### config.mk
export PLATFORM = sky130hd
export DESIGN_NAME = hsub_unit
export DESIGN_NICKNAME = d
export VERILOG_FILES = /design/src/rtl/hsub_pkg.sv /design/src/rtl/hsub_lane.sv /design/src/rtl/hsub_align.sv /design/src/rtl/hsub_unit.sv
export SDC_FILE = /design/constraint.sdc
export NUM_CORES = 2
export LEC_CHECK = 0
export ABC_AREA = 1
export BUFFER_PORTS_ARGS = -buffer_cell sky130_fd_sc_hd__clkbuf_2
export CORE_MARGIN = 3
export CORE_UTILIZATION = 45
export DETAILED_ROUTE_END_ITERATION = 10
export HOLD_SLACK_MARGIN = 0.15
export PLACE_DENSITY = 0.67
export SETUP_SLACK_MARGIN = 0.5
export SKIP_CTS_REPAIR_TIMING = 1
export SLEW_MARGIN = 25
export SYNTH_ARGS = -nofsm -noshare
export SYNTH_HDL_FRONTEND = slang
export SYNTH_SLANG_ARGS = --single-unit
### constraint.sdc
create_clock -name clk -period 1.3 [get_ports clk]
set_clock_uncertainty 0.2 [all_clocks]
set_input_delay 0.13 -clock clk [delete_from_list [all_inputs] [get_ports clk]]
set_output_delay 0.13 -clock clk [all_outputs]
set_load 0.03 [all_outputs]
### src/rtl/hsub_pkg.sv
package hsub_pkg;
  typedef enum logic [1:0] {
    VW_64  = 2'd0,
    VW_128 = 2'd1,
    VW_256 = 2'd2,
    VW_RSV = 2'd3
  } vw_e;

  // Wrapping differences; no saturation.
  function automatic logic [15:0] wsub16(input logic [15:0] lo, input logic [15:0] hi);
    return lo - hi;
  endfunction

  function automatic logic [31:0] wsub32(input logic [31:0] lo, input logic [31:0] hi);
    return lo - hi;
  endfunction
endpackage

### src/rtl/hsub_lane.sv
module hsub_lane
  import hsub_pkg::*;
#(
  parameter int LANE_W = 128
) (
  input  logic [LANE_W-1:0] a_i,
  input  logic [LANE_W-1:0] b_i,
  input  logic              dword_i,
  output logic [LANE_W-1:0] y_o
);
  localparam int HALF = LANE_W / 2;
  localparam int NWP  = LANE_W / 32;
  localparam int NDP  = LANE_W / 64;

  logic [LANE_W-1:0] y_word;
  logic [LANE_W-1:0] y_dword;

  always_comb begin
    y_word = '0;
    for (int k = 0; k < NWP; k++) begin
      y_word[16*k +: 16]        = wsub16(a_i[32*k +: 16], a_i[32*k+16 +: 16]);
      y_word[HALF + 16*k +: 16] = wsub16(b_i[32*k +: 16], b_i[32*k+16 +: 16]);
    end
  end

  always_comb begin
    y_dword = '0;
    for (int k = 0; k < NDP; k++) begin
      y_dword[32*k +: 32]        = wsub32(a_i[64*k +: 32], a_i[64*k+32 +: 32]);
      y_dword[HALF + 32*k +: 32] = wsub32(b_i[64*k +: 32], b_i[64*k+32 +: 32]);
    end
  end

  assign y_o = dword_i ? y_dword : y_word;

  // Adding the higher element back must restore the lower element.
  always_comb begin
    if (!dword_i) begin
      AST_LANE_WORD_SUM: assert (16'(y_o[15:0] + a_i[31:16]) == a_i[15:0]) else $error("lane word");
    end else begin
      AST_LANE_DWORD_SUM: assert (32'(y_o[HALF +: 32] + b_i[63:32]) == b_i[31:0]) else $error("lane dword");
    end
  end
endmodule

### src/rtl/hsub_align.sv
module hsub_align
  import hsub_pkg::*;
#(
  parameter int ALIGN_B = 16,
  localparam int AW = $clog2(ALIGN_B)
) (
  input  logic          mem_src_i,
  input  logic          zero_upper_i,
  input  logic [1:0]    width_sel_i,
  input  logic [AW-1:0] addr_lo_i,
  output logic          fault_o
);
  logic legacy_w;
  logic misal_w;

  assign legacy_w = !zero_upper_i && (vw_e'(width_sel_i) == VW_128);
  assign misal_w  = |addr_lo_i;
  assign fault_o  = mem_src_i && legacy_w && misal_w;
endmodule

### src/rtl/hsub_unit.sv
module hsub_unit
  import hsub_pkg::*;
#(
  parameter int VEC_W    = 256,
  parameter int LANE_W   = 128,
  parameter int NARROW_W = 64,
  parameter int ALIGN_B  = 16,
  localparam int NLANES  = VEC_W / LANE_W,
  localparam int AW      = $clog2(ALIGN_B)
) (
  input  logic             clk,
  input  logic             rst_n,
  input  logic             valid_i,
  input  logic [VEC_W-1:0] src1_i,
  input  logic [VEC_W-1:0] src2_i,
  input  logic             dword_i,
  input  logic [1:0]       width_sel_i,
  input  logic             zero_upper_i,
  input  logic             mem_src_i,
  input  logic [AW-1:0]    addr_lo_i,
  output logic [VEC_W-1:0] dest_o,
  output logic             gp_fault_o
);
  logic [VEC_W-1:0]    wide_res;
  logic [NARROW_W-1:0] nar_res;
  logic [VEC_W-1:0]    next_dest;
  logic                fault_c;
  logic                upd_c;
  logic                rsv_c;
  vw_e                 vw;

  assign vw = vw_e'(width_sel_i);

  for (genvar g = 0; g < NLANES; g++) begin : g_lane
    hsub_lane #(.LANE_W(LANE_W)) u_lane (
      .a_i     (src1_i[g*LANE_W +: LANE_W]),
      .b_i     (src2_i[g*LANE_W +: LANE_W]),
      .dword_i (dword_i),
      .y_o     (wide_res[g*LANE_W +: LANE_W])
    );
  end

  hsub_lane #(.LANE_W(NARROW_W)) u_narrow (
    .a_i     (src1_i[NARROW_W-1:0]),
    .b_i     (src2_i[NARROW_W-1:0]),
    .dword_i (dword_i),
    .y_o     (nar_res)
  );

  hsub_align #(.ALIGN_B(ALIGN_B)) u_align (
    .mem_src_i    (mem_src_i),
    .zero_upper_i (zero_upper_i),
    .width_sel_i  (width_sel_i),
    .addr_lo_i    (addr_lo_i),
    .fault_o      (fault_c)
  );

  always_comb begin
    next_dest = dest_o;
    case (vw)
      VW_64:  next_dest = {dest_o[VEC_W-1:NARROW_W], nar_res};
      VW_128: next_dest = {zero_upper_i ? {(VEC_W-LANE_W){1'b0}} : dest_o[VEC_W-1:LANE_W],
                           wide_res[LANE_W-1:0]};
      VW_256: next_dest = wide_res;
      default: next_dest = dest_o;
    endcase
  end

  assign rsv_c = (vw == VW_RSV);
  assign upd_c = valid_i && !fault_c && !rsv_c;

  always_ff @(posedge clk or negedge rst_n) begin
    if (!rst_n) begin
      dest_o     <= '0;
      gp_fault_o <= 1'b0;
    end else begin
      gp_fault_o <= valid_i && fault_c;
      if (upd_c) dest_o <= next_dest;
    end
  end

  AST_FAULT_KEEPS_DEST: assert property (@(posedge clk) disable iff (!rst_n)
    (valid_i && fault_c) |=> $stable(dest_o)) else $error("fault updated dest");
  AST_FAULT_NEEDS_MEM: assert property (@(posedge clk) disable iff (!rst_n)
    (valid_i && fault_c) |-> (mem_src_i && vw == VW_128)) else $error("fault source");
  AST_IDLE_HOLD: assert property (@(posedge clk) disable iff (!rst_n)
    (!valid_i || rsv_c) |=> $stable(dest_o)) else $error("dest moved");
  AST_ZERO_UPPER: assert property (@(posedge clk) disable iff (!rst_n)
    (valid_i && vw == VW_128 && zero_upper_i) |=> (dest_o[VEC_W-1:LANE_W] == '0)) else $error("upper not cleared");
  AST_NARROW_KEEP: assert property (@(posedge clk) disable iff (!rst_n)
    (valid_i && vw == VW_64) |=> $stable(dest_o[VEC_W-1:NARROW_W])) else $error("narrow upper");
  AST_FAULT_PULSE: assert property (@(posedge clk) disable iff (!rst_n)
    !(valid_i && fault_c) |=> !gp_fault_o) else $error("stray fault");
endmodule

==> impl_metrics.env <==
export IMPL_syn_inst=7190
export IMPL_synth_area_leader_cell="nand2_1"
export IMPL_fill_cells=6386
export IMPL_cts_made_buffers=38
export IMPL_drt_wl_total_mm=249
export IMPL_nNetsFinal=10700
export IMPL_synth_edff_count=0
export IMPL_synth_top_cell_area_share=0.192
export IMPL_grtUsageMet3=0.105
export IMPL_drcViolationCount=0
export IMPL_max_cap_viol_count=0
export IMPL_crit_path_start_kind="primary input"
export IMPL_holdWs_ps=-821
export IMPL_fin_crit_ps=1910
export IMPL_fin_crit_sh=1.47
export IMPL_path_cells="clkbuf_2, inv_2, ha_4, inv_1, nand2_1, nand3b_1, nand2_2, nand3_2, nand2_4, a21oi_4, xor2_2, nand2_1, nand2_1, nand2_1"
export IMPL_cp_data_required_time_ps=1620
export IMPL_rows=111
export IMPL_fp_dieH_microns=311
export IMPL_grt_pass1_vias=57200
export IMPL_slowest_stage="nand2_1"
export IMPL_ys_flop_type="dfrtp_1"
export IMPL_antenna_found_initial=49
export IMPL_cts_max_path_buffers=3
export IMPL_busiest_layer="met2"
export IMPL_ys_ff_latch=257
export IMPL_slowest_delay_ps=320
export IMPL_clock_fmax_mhz=524
export IMPL_swShare=0.473
export IMPL_final_layout_size_suffix_gt1_frac=0.456
export IMPL_cts_sinks=257
export IMPL_synthArstFlopShare=1.00
export IMPL_ant_nets=0
export IMPL_slew_viol_final=0
export IMPL_power_density_nw_per_um2=837
export IMPL_grt_overflow_total=0
export IMPL_stdcell_count=11000
export IMPL_dp_cells=10700
export IMPL_slew_headroom=0.578
export IMPL_routedWlPerCell_microns=22.7
export IMPL_h_tree_depth=2
export IMPL_start_util=0.455
export IMPL_vdd_drop_max_uv=972
export IMPL_dieArea_sq_um=96500
export IMPL_cp_arrival_ps=2220
export IMPL_worst_pin_slew_ps=633
export IMPL_p_seq_frac=0.174
export IMPL_yosysWarnings=0
export IMPL_crit_type="primary input to flip-flop"
export IMPL_synth_area_leaders="nand2_1, dfrtp_1, ha_1, inv_1, nand3_1"
export IMPL_tns_ps=-134880
export IMPL_synthDistinctLibCells=46
export IMPL_via_per_inst=5.82
export IMPL_pwr_share_comb=0.634
export IMPL_violations="hold timing, setup timing"
export IMPL_core_area_sq_um=91800
export IMPL_hold_viol=317
export IMPL_leakage_uw=0.0385
export IMPL_numPortBuffers=780
export IMPL_die_x_microns=311
export IMPL_netSwitchingPower_uw=29100
export IMPL_critPathMostFrequentCell="nand2_1"
export IMPL_avgSynthCellArea_sq_um=5.81
export IMPL_crit_fanout=4
export IMPL_rsz0062_at_grt="true"
export IMPL_r2r_slack_ps=230
export IMPL_grt_start_max_net_pins=79
export IMPL_insertion_delay_ps=630
export IMPL_cts_tree="done"
export IMPL_grtUsageMet1=0.489
export IMPL_grt_usage=0.426
export IMPL_vias=63900
export IMPL_grt_util_met2=0.687
export IMPL_finalPower_uw=61400
export IMPL_clockRootBuffer="clkbuf_16"
export IMPL_yosysSeqAreaShare=0.154
export IMPL_ys_top_cells_by_count="nand2_1, inv_1, nand3_1"
export IMPL_finalSetupViolations=510
export IMPL_intPower_uw=32400
export IMPL_dpl_hpwl_mm=185
export IMPL_grt_pass1_wl_mm=321
export IMPL_clkTransAtPathRegs_ps=60
export IMPL_synth_area_sq_um=41700
export IMPL_ios=781
export IMPL_status="finished with violations"
export IMPL_clock_power_share=0.192
export IMPL_synth_most_common_cell="nand2_1"
export IMPL_layout_setup_ws_ps=-609
export IMPL_seq_area_sq_um=6450
export IMPL_drt_first_pass_iters=8
export IMPL_first_iter_violations=6904
export IMPL_area_growth_pct=75.9
export IMPL_holdCritPathClass="primary input to asynchronous set/reset pin"
export IMPL_syn_nets=8233
export IMPL_multiInputGateArea_sq_um=40300
export IMPL_worstSetupEndpointType="flip-flop"
export IMPL_gp_congestion=1.12
==> sequential cells by signal (all words and copies together) (netlist names) <==
name and flops:
gp_fault_o 1, dest_o 256
==> area by class of cell <==
class                           instances  area share
Antenna cell                           46     0.00157
Clock buffer                           48      0.0143
Clock inverter                         21     0.00409
Inverter                             1143      0.0629
Multi-Input combinational cell       5677       0.549
Sequential cell                       257      0.0878
Tap cell                             1243      0.0212
Timing Repair Buffer                 2534       0.260
==> worst max-delay path: cells and delay by family <==
family,cells,cell delay (ps)
compound gates,1,140
fa+ha+maj,1,230
xor+xnor,1,260
simple gates,8,1140
buf+inv,3,300
==> worst paths after layout <==
kind	from	end	cells after the start
max	src1_i[163]	dest_o[146]$_DFFE_PN0P_	14
min	rst_n	dest_o[204]$_DFFE_PN0P_	1
max reg2reg	dest_o[126]$_DFFE_PN0P_	dest_o[126]$_DFFE_PN0P_	2
min reg2reg	dest_o[254]$_DFFE_PN0P_	dest_o[254]$_DFFE_PN0P_	2
max in group asynchronous	rst_n	dest_o[101]$_DFFE_PN0P_	4
min in group clk	mem_src_i	gp_fault_o$_DFF_PN0_	4
==> metrics by stage <==
step                      setup WS (ps)  instance area, sq um  utilization  hold WS [ps]
after floorplan                    -569                 43500            -          -366
after global placement            -1760                 61000        0.665          -185
after detailed placement          -1800                 61000        0.665          -185
after CTS                         -1160                 62400        0.680          -844
after global routing               -948                 73400        0.799          -825
final                              -609                 73400        0.800          -821
==> power groups by stage <==
| stage | Sequential [uW] | Combinational, uW | Clock [uW] |
|---|---|---|---|
| global route | 10800 | 41100 | 12100 |
| CTS | 10500 | 31100 | 11700 |
| global placement | 10600 | 30500 | 0 |
| detailed placement | 10600 | 30900 | 0 |
| finish | 10700 | 38900 | 11800 |
| floorplan | 13000 | 13600 | 0 |
==> per-layer routing <==
layer / routed length (microns) / vias to the layer above
li1: - / 28600
met1: 84900 / 29400
met3: 30400 / 1587
met5: 203 / -
met2: 107000 / 4300
met4: 26600 / 24
==> placed cells by master (no fill, tap or decap), types with 30 or more instances in the layout <==
cell and count:
nand2_2 304, nand3_1 497, o21ai_0 221, clkbuf_2 634
dfrtp_1 245, nor3_1 43, buf_12 61, ha_4 293
inv_1 922, diode_2 46, o21ai_1 111, nor2_4 46
o21ai_2 65, nand3_2 210, nor3_2 38, nand4_1 61
buf_4 1615, nor2_2 106, o21bai_1 47, clkbuf_16 50
a21o_1 79, inv_2 160, nand2_4 82, a21oi_4 50
xnor2_1 66, xor2_1 49, buf_6 138, a21oi_2 221
nand3b_1 32, inv_4 40, nor2_1 436, nand2_1 1746
a21oi_1 361, ha_1 187, nand3_4 35, a31oi_1 30
==> cell families (layout without fill, tap and decap cells) <==
group | count (synthesis) | count (layout) | synth area share
and+or+nand+nor | 3705 | 3705 | 0.369
AOI/OAI and AO/OA | 1326 | 1326 | 0.177
buffers and inverters | 1256 | 3746 | 0.114
adders and majority gates | 519 | 519 | 0.160
DFF | 257 | 257 | 0.154
xor gates and xnor gates | 125 | 125 | 0.0262
muxes | 2 | 2 | 0.000480
other | 0 | 46 | 0
Note: power is estimated with default switching activity, not from simulation.
